===== src/rtl/sbb_pkg.sv =====
package sbb_pkg;
  // threshold for the ready line, sel = {bit1, bit0}
  function automatic int unsigned thr_of(input logic [1:0] sel);
    case (sel)
      2'b00:   return 1;
      2'b01:   return 4;
      2'b10:   return 8;
      default: return 12;
    endcase
  endfunction
endpackage


===== src/rtl/sbb_bp_window.sv =====
module sbb_bp_window #(
  parameter int DATA_W = 16,
  parameter int DEPTH  = 2,
  localparam int CW    = $clog2(DEPTH + 1)
) (
  input  logic              clk_i,
  input  logic              rst_ni,
  input  logic              flush_i,
  input  logic              push_i,
  input  logic              pop_i,
  input  logic [DATA_W-1:0] data_i,
  output logic [DATA_W-1:0] head_o,
  output logic              empty_o
);
  logic [DATA_W-1:0] ent_q [DEPTH];
  logic [DATA_W-1:0] up    [DEPTH];
  logic [CW-1:0]     cnt_q;
  logic              full, shift;
  logic [CW-1:0]     base;

  assign full    = cnt_q == CW'(DEPTH);
  // a push into a full window evicts the oldest entry
  assign shift   = pop_i | (push_i & full);
  assign base    = shift ? cnt_q - 1'b1 : cnt_q;
  assign head_o  = ent_q[0];
  assign empty_o = cnt_q == '0;

  always_ff @(posedge clk_i or negedge rst_ni) begin
    if (!rst_ni)      cnt_q <= '0;
    else if (flush_i) cnt_q <= '0;
    else              cnt_q <= base + CW'(push_i);
  end

  for (genvar i = 0; i < DEPTH; i++) begin : g_ent
    if (i < DEPTH - 1) begin : g_mid
      assign up[i] = ent_q[i+1];
    end else begin : g_last
      assign up[i] = '0;
    end
    always_ff @(posedge clk_i or negedge rst_ni) begin
      if (!rst_ni) ent_q[i] <= '0;
      else if (!flush_i) begin
        if (push_i && base == CW'(i)) ent_q[i] <= data_i;
        else if (shift)               ent_q[i] <= up[i];
      end
    end
  end

  p_pop_nonempty_r5: assert property (@(posedge clk_i) disable iff (!rst_ni)
    pop_i |-> !empty_o);
  p_depth_bound_r4: assert property (@(posedge clk_i) disable iff (!rst_ni)
    cnt_q <= CW'(DEPTH));
  p_flush_empties_r2: assert property (@(posedge clk_i) disable iff (!rst_ni)
    flush_i |=> empty_o);
endmodule


===== src/rtl/sbb_ram.sv =====
module sbb_ram #(
  parameter int DATA_W = 16,
  parameter int DEPTH  = 16,
  localparam int AW    = $clog2(DEPTH)
) (
  input  logic              clk_i,
  input  logic              rst_ni,
  input  logic              we_i,
  input  logic [AW-1:0]     waddr_i,
  input  logic [DATA_W-1:0] wdata_i,
  input  logic              re_i,
  input  logic [AW-1:0]     raddr_i,
  output logic [DATA_W-1:0] rdata_o
);
  logic [DATA_W-1:0] mem_q [DEPTH];

  always_ff @(posedge clk_i) begin
    if (we_i) mem_q[waddr_i] <= wdata_i;
  end

  always_ff @(posedge clk_i or negedge rst_ni) begin
    if (!rst_ni)   rdata_o <= '0;
    else if (re_i) rdata_o <= mem_q[raddr_i];
  end
endmodule


===== src/rtl/sbb_thresh.sv =====
module sbb_thresh #(
  parameter int CW = 5
) (
  input  logic [1:0]    sel_i,
  input  logic [CW-1:0] cnt_i,
  output logic          ready_n_o
);
  import sbb_pkg::*;
  logic [CW-1:0] thr;

  assign thr       = CW'(thr_of(sel_i));
  assign ready_n_o = !(cnt_i >= thr);
endmodule


===== src/rtl/sbb_top.sv =====
module sbb_top #(
  parameter int DATA_W    = 16,
  parameter int MEM_DEPTH = 16,
  parameter int BP_DEPTH  = 2,
  localparam int AW       = $clog2(MEM_DEPTH),
  localparam int CW       = $clog2(MEM_DEPTH + 1)
) (
  input  logic              clk_i,
  input  logic              rst_ni,
  input  logic              blk_valid_i,
  input  logic [DATA_W-1:0] blk_data_i,
  input  logic              sync_ok_i,
  input  logic              sreset_bit_i,
  input  logic              sreset_pin_i,
  input  logic              wr_all_i,
  input  logic [1:0]        thr_sel_i,
  input  logic              rd_en_i,
  output logic              mem_we_o,
  output logic [AW-1:0]     mem_waddr_o,
  output logic [DATA_W-1:0] mem_wdata_o,
  output logic              rd_valid_o,
  output logic [DATA_W-1:0] rd_data_o,
  output logic              ready_n_o,
  output logic              ovf_o
);
  logic              srst, commit_en, arrive;
  logic              win_push, win_pop, win_empty;
  logic [DATA_W-1:0] win_head, wr_data;
  logic              wr_req, wr_do, rd_ok, full;
  logic [AW-1:0]     wptr_q, rptr_q;
  logic [CW-1:0]     cnt_q;
  logic              ovf_q, rd_valid_q;

  assign srst      = sreset_bit_i | sreset_pin_i;
  assign commit_en = (sync_ok_i | wr_all_i) & ~srst;
  assign arrive    = blk_valid_i & ~srst;

  // drain the window before any new arrival is committed
  assign win_pop  = commit_en & ~win_empty;
  assign win_push = arrive & (~commit_en | ~win_empty);
  assign wr_req   = win_pop | (commit_en & arrive & win_empty);
  assign wr_data  = win_pop ? win_head : blk_data_i;

  assign full  = cnt_q == CW'(MEM_DEPTH);
  assign wr_do = wr_req & ~full;
  assign rd_ok = rd_en_i & (cnt_q != '0) & ~srst;

  sbb_bp_window #(.DATA_W(DATA_W), .DEPTH(BP_DEPTH)) u_win (
    .clk_i, .rst_ni,
    .flush_i (srst),
    .push_i  (win_push),
    .pop_i   (win_pop),
    .data_i  (blk_data_i),
    .head_o  (win_head),
    .empty_o (win_empty)
  );

  sbb_ram #(.DATA_W(DATA_W), .DEPTH(MEM_DEPTH)) u_ram (
    .clk_i, .rst_ni,
    .we_i    (wr_do),
    .waddr_i (wptr_q),
    .wdata_i (wr_data),
    .re_i    (rd_ok),
    .raddr_i (rptr_q),
    .rdata_o (rd_data_o)
  );

  sbb_thresh #(.CW(CW)) u_thr (
    .sel_i     (thr_sel_i),
    .cnt_i     (cnt_q),
    .ready_n_o (ready_n_o)
  );

  function automatic logic [AW-1:0] nxt(input logic [AW-1:0] p);
    return (p == AW'(MEM_DEPTH - 1)) ? '0 : p + 1'b1;
  endfunction

  always_ff @(posedge clk_i or negedge rst_ni) begin
    if (!rst_ni) begin
      wptr_q     <= '0;
      rptr_q     <= '0;
      cnt_q      <= '0;
      ovf_q      <= 1'b0;
      rd_valid_q <= 1'b0;
    end else if (srst) begin
      wptr_q     <= '0;
      rptr_q     <= '0;
      cnt_q      <= '0;
      ovf_q      <= 1'b0;
      rd_valid_q <= 1'b0;
    end else begin
      if (wr_do) wptr_q <= nxt(wptr_q);
      if (rd_ok) rptr_q <= nxt(rptr_q);
      cnt_q      <= cnt_q + CW'(wr_do) - CW'(rd_ok);
      if (wr_req && full) ovf_q <= 1'b1;
      rd_valid_q <= rd_ok;
    end
  end

  assign mem_we_o    = wr_do;
  assign mem_waddr_o = wptr_q;
  assign mem_wdata_o = wr_data;
  assign rd_valid_o  = rd_valid_q;
  assign ovf_o       = ovf_q;

  p_no_write_in_reset_r2: assert property (@(posedge clk_i) disable iff (!rst_ni)
    (sreset_bit_i || sreset_pin_i) |-> !mem_we_o);
  p_ready_high_after_reset_r2: assert property (@(posedge clk_i) disable iff (!rst_ni)
    (sreset_bit_i || sreset_pin_i) |=> ready_n_o && !ovf_o);
  p_no_write_when_full_r9: assert property (@(posedge clk_i) disable iff (!rst_ni)
    (cnt_q == CW'(MEM_DEPTH)) |-> !mem_we_o);
  p_ovf_sticky_r9: assert property (@(posedge clk_i) disable iff (!rst_ni)
    (ovf_o && !sreset_bit_i && !sreset_pin_i) |=> ovf_o);
  p_waddr_step_r10: assert property (@(posedge clk_i) disable iff (!rst_ni)
    (mem_we_o && !sreset_bit_i && !sreset_pin_i) |=>
      (mem_waddr_o == (($past(mem_waddr_o) == AW'(MEM_DEPTH - 1)) ? '0 : $past(mem_waddr_o) + 1'b1)));
  p_rd_valid_cause_r8: assert property (@(posedge clk_i) disable iff (!rst_ni)
    $rose(rd_valid_o) |-> $past(rd_en_i));
  p_unsync_no_write_r4: assert property (@(posedge clk_i) disable iff (!rst_ni)
    (!sync_ok_i && !wr_all_i) |-> !mem_we_o);
endmodule


===== config.mk =====
export PLATFORM = sky130hd
export DESIGN_NAME = sbb_top
export DESIGN_NICKNAME = d
export VERILOG_FILES = /design/src/rtl/sbb_pkg.sv /design/src/rtl/sbb_bp_window.sv /design/src/rtl/sbb_ram.sv /design/src/rtl/sbb_thresh.sv /design/src/rtl/sbb_top.sv
export SDC_FILE = /design/constraint.sdc
export NUM_CORES = 1
export LEC_CHECK = 0
export BUFFER_PORTS_ARGS = -buffer_cell sky130_fd_sc_hd__buf_4
export CAP_MARGIN = 20
export CORE_AREA = 5 5 180 182
export CTS_CLUSTER_SIZE = 30
export DETAILED_ROUTE_END_ITERATION = 12
export DIE_AREA = 0 0 185 187
export RECOVER_POWER = 50
export SLEW_MARGIN = 20
export SYNTH_ARGS = -nofsm -noshare
export SYNTH_HDL_FRONTEND = slang
export SYNTH_HIERARCHICAL = 1
export SYNTH_SLANG_ARGS = --single-unit

===== constraint.sdc =====
create_clock -name clk_i -period 4 [get_ports clk_i]
set_clock_uncertainty 0.2 [all_clocks]
set_input_delay 0.2 -clock clk_i [delete_from_list [all_inputs] [get_ports clk_i]]
set_output_delay 0.2 -clock clk_i [all_outputs]
set_load 0.02 [all_outputs]

==> results.md, run 1 <==
- The flow ran to the end, but the final reports show violations.
- The final reports fail on max-capacitance violations, max-slew violations.
- The top-level I/O count is 66.
- The count of cells in the finished layout, fillers not included, comes to 1260.
- The part of the cycle the worst path needs is 94.0%.
- The last element of the critical path is mem_wdata_o[0].
- After filler insertion, the fill cell instance count of the layout stands at 2489.
- The tool flagged a number of max-cap violations equal to 1.
- The number of enable flip-flop cells after synthesis is 256.
- The post-synthesis instance total is 736.
- By area the synthesized netlist is led by sky130_fd_sc_hd__edfxtp_1 57%, sky130_fd_sc_hd__dfrtp_1 12%, sky130_fd_sc_hd__mux4_2 9.3%.
- Entering global routing, the biggest net connects 66 pins.
- Clock tree synthesis inserted a total of 35 buffers.
- Along the worst path, the maximum fanout reaches 20.
- The start point of the critical path is sreset_bit_i.
- The critical setup path kind is primary input to primary output.
- The detail-routed net length per standard cell is 24.4 µm.
- The setup slack of the worst register-to-register path is 0.57 ns.
- The detailed-router iteration count before antenna repair is 5.
- Summed over all nets, the half-perimeter wirelength after detailed placement is 18400 µm.
- The number of distinct library cell variants in the gate-level netlist after synthesis is 62.
- The overall routed net length is 30800 µm.
- Setup repair after global routing left no endpoint under its margin.
- The yosys synthesis warning count is 6.
- After synthesis, flip-flops and latches occupy 69.0% of the total area.
- The number of failing setup endpoints in the final timing report is 0.
- By count the netlist is led by 256 x sky130_fd_sc_hd__edfxtp_1, 65 x sky130_fd_sc_hd__dfrtp_1, 56 x sky130_fd_sc_hd__mux4_2.
- The number of hold-slack violations in the final timing report is 0.
- The congestion estimate from routability-driven global placement came to 0.763.
- The worst supply voltage drop on vdd is 0.214 mV.
- In this run the static leakage power is 5.52 nW.
- The relative slew slack is -25.1%.
- Of all flip-flops after synthesis, the portion carrying an async set or reset was 20.2%.
- The actual slew at the worst max-slew pin is 1.88 ns.
- The via count of the first global-routing pass was 7745.
- The number of nets in the synthesized netlist is 777.
- The routed layout has 7198 vias.
- The post-synth design cell area is 13500 µm².
- The power density over cell area is 484 nW/µm².
- The deepest level of the CTS H-tree is 2.
- The detail route stage leaves a number of antenna-violating nets equal to 0.
- The region available for standard cell placement spans 30400 µm².
- Measured in cells, the most critical reg-to-reg path has a length of 14.
- In this run the worst hold path is classified as primary input to flop.
- The DRC violation count after routing is 0.
- The number of inserted diodes is 0.
- For the final routed database, the setup TNS stands at 0 ns.
- The most frequently used flop master after synthesis is sky130_fd_sc_hd__edfxtp_1.
- The kind of cell adding the most delay to the critical path is buffers and inverters.
- The critical register-to-register path startpoint is cnt_q[2].
- For this configuration, the core starts out at a cell density of 44.4%.
- The top achievable clock speed is 0.266 GHz.
- The share of cells above drive strength 1 is 25.0%.
- Buffers placed on the I/O ports in this run total 65.
- After the last flow step, the layout net total stands at 879.
- The critical path launch point type is a primary input.
- The count of pins over their slew limit is 66.
- The tree is rooted in a sky130_fd_sc_hd__clkbuf_16.
- The smallest clock period supported by the final layout is computed as 3.76 ns.
- The share of the synthesized area in the top cell type is 57.0%.
- The average footprint of a synthesized cell is 18.3 µm².
- Measured along the x axis, the die boundary spans 185 µm.
- The later pin in the worst-skew pair is clocked with a latency of 0.50 ns.
- The dominant cell by count in the synthesized netlist is sky130_fd_sc_hd__edfxtp_1.
- STA classifies the critical path endpoint as a primary output.
- The critical path required time is 3.60 ns.
- The arrival time reported for the critical path endpoint is 3.36 ns.
- The clock-pin slew on the worst setup and hold paths is 0.06 ns.
- The maximum buffer depth of the clock tree is 3.
- The synthesized design contains 321 register bits.
- The critical path crosses 9 cells after its start point.
- The sink count of the clock tree is 321.
- The all-layer global routing usage is 18.1%.
- The row count is 64.
- The slowest stage of the critical path belongs to the cell sky130_fd_sc_hd__dlygate4sd3_1.
- For this block, the initial DRC count from the detailed router was 677.
- The largest total area in the synthesized netlist belongs to sky130_fd_sc_hd__edfxtp_1.
- The residual overflow from global routing is 0.
- In this design, the stage delay of the slowest critical-path cell is 0.74 ns.
- The wire length of the first global-routing pass is 47500 µm.
- The growth of design area from synthesis to finish is 14.9%.
- The clock tree from TritonCTS is done.
- The cell total after placement is 1175.
- The initial antenna violation count was 0.
- In this run the vertical extent of the chip is 187 µm.
- In the routed layout, each cell is associated on average with a via count of 5.71.
- The floorplan step defined a die boundary enclosing 34600 µm².
- The number of buffers and inverters on the critical path is 6.
- The signal on the critical path passes through dlygate4sd3_1 -> clkbuf_1 -> nor2_4 -> dlygate4sd3_1 -> inv_4 -> nor3_1 -> buf_4 -> mux2_1 -> buf_4.
- The worst register-to-register path ends at cnt_q[4].
## cell usage in the layout, fill, tap and decap left out, types with 14 or more instances in the layout
| cell | netlist | layout |
|---|---|---|
| sky130_fd_sc_hd__a221oi_2 | 14 | 14 |
| sky130_fd_sc_hd__clkbuf_16 | 0 | 37 |
| sky130_fd_sc_hd__mux2i_1 | 34 | 34 |
| sky130_fd_sc_hd__edfxtp_1 | 256 | 256 |
| sky130_fd_sc_hd__buf_4 | 18 | 68 |
| sky130_fd_sc_hd__or3_1 | 17 | 17 |
| sky130_fd_sc_hd__ha_1 | 14 | 14 |
| sky130_fd_sc_hd__clkbuf_1 | 5 | 32 |
| sky130_fd_sc_hd__nor2_1 | 41 | 39 |
| sky130_fd_sc_hd__dlygate4sd3_1 | 0 | 22 |
| sky130_fd_sc_hd__mux2_1 | 0 | 16 |
| sky130_fd_sc_hd__dfrtp_1 | 65 | 64 |
| sky130_fd_sc_hd__mux4_2 | 56 | 56 |
| sky130_fd_sc_hd__nand2_1 | 28 | 28 |
| sky130_fd_sc_hd__o22ai_1 | 16 | 16 |
| sky130_fd_sc_hd__inv_1 | 31 | 31 |
## cells by family (layout without fill, tap and decap cells)
kind of cell / Yosys count / in the layout / share of synthesized area [%]
muxes: 114 / 114 / 15.0
buffers and inverters: 83 / 211 / 4.09
DFF: 321 / 321 / 69.0
xor gates and xnor gates: 5 / 5 / 0.380
adders and majority gates: 15 / 15 / 1.45
and+or+nand+nor: 123 / 123 / 4.81
AOI/OAI and AO/OA: 75 / 75 / 5.25
## power breakdown
group | switching, mW | total, mW | leakage (nW) | internal (mW)
combinational | 0.355 | 0.583 | 1.83 | 0.227
sequential | 0.104 | 3.85 | 3.16 | 3.74
clock | 1.24 | 3.07 | 0.534 | 1.83
total | 1.70 | 7.50 | 5.52 | 5.81
## layer usage
layer / part of all wire, % / vias to the layer above / track usage [%]
met4: 1.7 / 0 / 4.23
met1: 41 / 3825 / 25.4
met2: 51 / 230 / 29.9
met5: 0 / - / 0
met3: 6.0 / 44 / 3.07
li1: - / 3099 / -
## flip-flops by register name, summed over array words and instances, names as in the netlist
signal	count
u_ram/mem_q	256
u_ram/rdata_o	16
u_win/ent_q	16
u_win/head_o	16
cnt_q	5
mem_waddr_o	4
rptr_q	4
u_win/cnt_q	2
ovf_o	1
rd_valid_o	1
## worst min path at each step
stage                          from         endpoint  cells after the start
after floorplan              rst_ni         cnt_q[0]                      0
after global placement       rst_ni   u_win/ent_q[8]                      1
after detailed placement     rst_ni  u_win/head_o[8]                      1
after CTS                 sync_ok_i            ovf_o                      5
after global routing      sync_ok_i            ovf_o                      5
final                     sync_ok_i            ovf_o                      5
## worst reg2reg max path: stages (launching register included)
cell and delay (ns):
sky130_fd_sc_hd__dfrtp_1 0.41, sky130_fd_sc_hd__inv_1 0.10, sky130_fd_sc_hd__ha_1 0.18, sky130_fd_sc_hd__or4b_1 0.51
sky130_fd_sc_hd__nand2_1 0.23, sky130_fd_sc_hd__nor2_4 0.05, sky130_fd_sc_hd__ha_1 0.28, sky130_fd_sc_hd__inv_1 0.06
sky130_fd_sc_hd__ha_1 0.16, sky130_fd_sc_hd__inv_1 0.06, sky130_fd_sc_hd__fa_1 0.41, sky130_fd_sc_hd__nand2b_1 0.19
sky130_fd_sc_hd__a21oi_1 0.21, sky130_fd_sc_hd__o21ai_0 0.11, sky130_fd_sc_hd__nor3b_1 0.15
## stage by stage
stage	power [mW]	hold WS, ns	setup slack, ns	area [µm²]	util (%)
2_1_floorplan	4.31	-0.296	0.209	13500	-
6_report	7.50	0.0324	0.239	15500	50.9
5_1_grt	7.79	0.153	0.0249	15500	50.9
3_3_place_gp	4.54	0.195	0.783	14300	47.1
3_5_place_dp	4.56	0.209	0.572	14300	47.1
4_1_cts	7.65	0.0460	0.183	15600	51.4
## repair_timing
item                                    4_1_cts  5_1_grt
setup buffers                                 0        0
hold buffers                                 22        0
gates resized for setup                       0        1
endpoints found under the hold margin       154        0
endpoints found under the setup margin        0       11
## layout make-up
type                       instances  area, µm²  area share (%)
sequential                       321       9320            60.1
timing repair buffer             116        862            5.56
tap                              396        495            3.20
clock buffer                      47        973            6.28
multi-input combinational        332       3610            23.3
inverter                          32        123           0.791
clock inverter                    16        123           0.791
(Power assumes the default switching activity.)
==> run 2, diff against run 1 <==
Settings changed: ABC_AREA set to 1, CORE_AREA 5 5 180 182 to 3 3 182 184.
==> results.md, run 2 <==
- The pin count of the biggest net entering global routing is 84 (+27%).
- The static leakage power is 6.50 nW (+18%).
- The vias after detailed routing was 9809 (+36%).
- The number of distinct library cell variants in the gate-level netlist after synthesis came to 32 (-48%).
- The via count of the first global-routing pass is 9453 (+22%).
- The detailed-router iteration count before antenna repair is 5 (unchanged).
- The core outline area is 31600 µm² (+3.7%).
- The full die area is 34600 µm² (unchanged).
- The setup slack of the worst register-to-register path was 0.55 ns (-0.02 ns).
- The count of instances resized after the clock tree is built is 0 (unchanged).
- The worst stage delay on the critical path was 0.91 ns (+0.17 ns).
- The register bit count reported by yosys is 321 (unchanged).
- The initial antenna violation count came to 1 (+1).
- In the layout the commonest cells are 550 x sky130_fd_sc_hd__nand2_1, 256 x sky130_fd_sc_hd__edfxtp_1, 246 x sky130_fd_sc_hd__nand3_1.
- The critical path required time is 4.20 ns (+0.60 ns).
- The maximum buffer depth of the clock tree is 3 (unchanged).
- The die outline height is 187 µm (unchanged).
- The post-synthesis instance total was 1365 (+85%).
- The post-synth design cell area is 14200 µm² (+5.3%).
- The number of failing setup endpoints in the final timing report was 0 (unchanged).
- The sink count of the clock tree came to 321 (unchanged).
- The part of the cycle the worst path needs came to 88.3% (-5.7 points).
- The compound-cell area share of the yosys netlist is 1.05% (-4.2 points).
- TritonCTS built the clock tree.
- Traced cell by cell, the critical path runs through dlygate4sd3_1 -> clkbuf_4 -> nor2_1 -> dlygate4sd3_1 -> nand3_1 -> inv_1 -> ha_1 -> inv_1 -> ha_1 -> inv_1 -> fa_1 -> nand3b_1 -> a21oi_1 -> nor2_1.
- The effective utilization at floorplan is 45.0% (+0.69 points).
- The number of design-rule violations left by the first detailed-router iteration came to 996 (+47%).
- The post-synthesis share of cell area spent on full adders, half adders and majority gates is 1.37% (-0.073 points).
- The worst-path maximum fanout is 13 (-35%).
- The most frequently used flop master after synthesis is sky130_fd_sc_hd__edfxtp_1.
- The top-level I/O count came to 66 (unchanged).
- For this design, the slowest cell found on the critical path is sky130_fd_sc_hd__dlygate4sd3_1.
- The final reports fail on max-capacitance violations, max-slew violations.
- The deepest level of the CTS H-tree is 2 (unchanged).
- The clock latency on the worst-skew pair was 0.51 ns (about the same).
- The hold buffer count at cts is 21 (-4.5%).
- The most critical setup path has its endpoint at cnt_q[4].
- The number of nets in the layout is 1463 (+66%).
- The estimated wirelength of the detail-placed design is 22000 µm (+20%).
- The arrival time reported for the critical path endpoint is 3.74 ns (+0.38 ns).
- More flip-flops sit in one register than any other, and that register is u_ram/mem_q.
- The clock-pin slew on the worst setup and hold paths is 0.06 ns (about the same).
- The mux cell area share after synthesis is 0% (-15 points).
- STA classifies the critical path startpoint as a primary input.
- By area the synthesized netlist is led by sky130_fd_sc_hd__edfxtp_1 54%, sky130_fd_sc_hd__nand2_1 15%, sky130_fd_sc_hd__dfrtp_1 11%.
- The count of port buffers added during placement is 65 (unchanged).
- The all-layer global routing usage is 20.6% (+2.5 points).
- The worst hold path belongs to the class primary input to flop.
- The worst setup slack after placement is 0.653 ns (+0.0811 ns).
- The end-of-flow core utilization is 50.7% (-0.28 points).
- The library cell used as clock root buffer is sky130_fd_sc_hd__clkbuf_16.
- The growth of design area from synthesis to finish is 12.5%.
- The number of buffers added by the clock tree synthesis step is 35 (unchanged).
- The DRC violation count after routing came to 0 (unchanged).
- The minimum setup slack in the final design is 0.466 ns (+0.227 ns).
- The number of cells on the worst reg-to-reg path is 10 (-4).
- The relative slew slack is -22.0% (+3.1 points).
- The critical register-to-register path startpoint is rptr_q[0].
- The synthesized-area fraction occupied by and/or/nand/nor cells is 26.1% (+21 points).
- STA classifies the critical path endpoint as a flop.
- By instance count, the cell type seen most on the critical path is sky130_fd_sc_hd__inv_1.
- The average vias per placed instance is 5.31 (-7.1%).
- The number of nets in the synthesized netlist is 1406 (+81%).
- The number of inserted diodes is 0 (unchanged).
- The row count is 65 (+1.6%).
- The number of antenna-violating nets in the routed design was 0 (unchanged).
- The largest total area in the synthesized netlist belongs to sky130_fd_sc_hd__edfxtp_1.
- The top achievable clock speed is 0.283 GHz (+6.4%).
- The wire length of the first global-routing pass is 55000 µm (+16%).
- Setup repair after global routing left no endpoint under its margin.
- Ranked by instance count, the synthesized netlist is headed by 550 x sky130_fd_sc_hd__nand2_1, 256 x sky130_fd_sc_hd__edfxtp_1, 246 x sky130_fd_sc_hd__nand3_1.
- The detail-routed net length per standard cell is 19.3 µm (-21%).
- The final total power came to 7.22 mW (-3.7%).
- The actual slew at the worst max-slew pin is 1.83 ns (-0.0468 ns).
- The share of synthesized registers carrying an async set or reset is 20.2% (unchanged).
- The power density over cell area is 452 nW/µm² (-6.7%).
- The max-cap check violation count was 2 (+1).
- The area of placed instances is 14800 µm² (+3.3%).
- The start point of the critical path is sreset_pin_i.
- The x dimension of the die is 185 µm (unchanged).
- The count of pins over their slew limit is 117 (+77%).
- The average footprint of a synthesized cell is 10.4 µm² (-43%).
- The flip-flop count of the largest register, all copies and words added was 256 (unchanged).
- The share of the synthesized netlist area taken by xor and xnor gates is 0.185% (-0.20 points).
- The endpoint of the worst-slack reg-to-reg timing path is u_ram/rdata_o[4].
- The share of the synthesized area in the top cell type is 54.1% (-2.9 points).
- The critical setup path kind is primary input to flop.
- The number of buffers inserted to repair setup after CTS is 0 (unchanged).
- The setup TNS is 0 ns (unchanged).
- The number of filler instances in the final layout is 2861 (+15%).
- The worst supply voltage drop on vdd was 0.270 mV (+26%).
- The share of synthesized area occupied by flip-flops and latches is 65.5% (-3.5 points).
- The yosys synthesis warning count is 6 (unchanged).
- The combinational family with the most area after synthesis is simple AND/OR/NAND/NOR gates.
- The share of cells above drive strength 1 is 10.3% (-15 points).
- The number of enable flip-flop cells after synthesis came to 256 (unchanged).
- The overall routed net length is 35800 µm (+16%).
- The last weighted congestion value of the routability-driven placer came to 0.791 (+3.7%).
- The clock period minus final worst setup slack is 3.53 ns (-0.227 ns).
- The final instance area was 16000 µm² (+3.1%).
- The library cell used most frequently in the layout, excluding fill and tap cells, is sky130_fd_sc_hd__nand2_1.
- The run finished, with violations left.
- The residual overflow from global routing came to 0 (unchanged).
- The number of hold-slack violations in the final timing report is 0 (unchanged).
- The dominant cell by count in the synthesized netlist is sky130_fd_sc_hd__nand2_1.
==> run 2: cell count changes in the layout (fill, tap and decap cells not counted), sizes merged, moves of 13 or more <==
cell	previous run	this run
mux2i	34	0
nand4	0	22
nand2	31	558
or3	17	0
mux2	16	0
inv	32	45
a221oi	16	0
o221a	16	0
nand3	5	247
o22ai	16	0
mux4	64	0
==> run 2: cell type report <==
| cell class | instances | area (µm²) | share of cell area [%] |
|---|---|---|---|
| tap | 402 | 503 | 3.15 |
| timing repair buffer | 108 | 787 | 4.92 |
| clock inverter | 15 | 95.1 | 0.595 |
| clock buffer | 47 | 993 | 6.21 |
| sequential | 321 | 9320 | 58.3 |
| inverter | 46 | 176 | 1.10 |
| multi-input combinational | 910 | 4120 | 25.8 |
==> run 2: worst min path at each step <==
| stage | from | endpoint | slack, ns | cells after the start |
|---|---|---|---|---|
| 2_1_floorplan | rst_ni | cnt_q[0] | -0.30 | 0 |
| 3_3_place_gp | rst_ni | u_ram/rdata_o[8] | 0.17 | 1 |
| 3_5_place_dp | rst_ni | u_ram/rdata_o[8] | 0.17 | 1 |
| 4_1_cts | blk_valid_i | ovf_o | 0.04 | 7 |
| 5_1_grt | blk_valid_i | mem_waddr_o[2] | 0.12 | 6 |
| 6_report | blk_valid_i | ovf_o | 0.08 | 7 |
==> run 2: critical path: cells and delay by family <==
family                   cells  cell delay [ns]
adder cells (fa/ha/maj)      3             0.80
buffers and inverters        6             1.85
AO/OA/AOI/OAI                1             0.16
AND/OR/NAND/NOR              4             0.75
==> run 2: layer usage <==
metal	global-route usage, %	share of wire [%]	vias to the layer above
li1	-	-	4714
met1	28.7	43	4743
met2	34.1	50	302
met3	3.03	5.4	50
met4	5.40	2.2	0
met5	0	0	-
==> run 2: report_power, final <==
part           internal [mW]  total, mW  leakage (nW)  switching (mW)
clock network           1.80       3.06         0.537            1.26
registers               3.68       3.72          3.19          0.0393
logic                  0.125      0.437          2.77           0.312
total                   5.61       7.22          6.50            1.61
==> run 2: per-stage QoR <==
step / hold slack (ns) / std cells
floorplan: -0.296 / 1365
global placement: 0.169 / 1766
detailed placement: 0.174 / 1766
CTS: 0.0389 / 1849
global route: 0.119 / 1849
finish: 0.0752 / 1849
==> run 2: kinds of logic after synthesis <==
family,after synthesis
adder cells (fa/ha/maj),15
flip-flops,321
AND/OR/NAND/NOR,864
AO/OA/AOI/OAI,28
XOR/XNOR,3
buffers and inverters,134
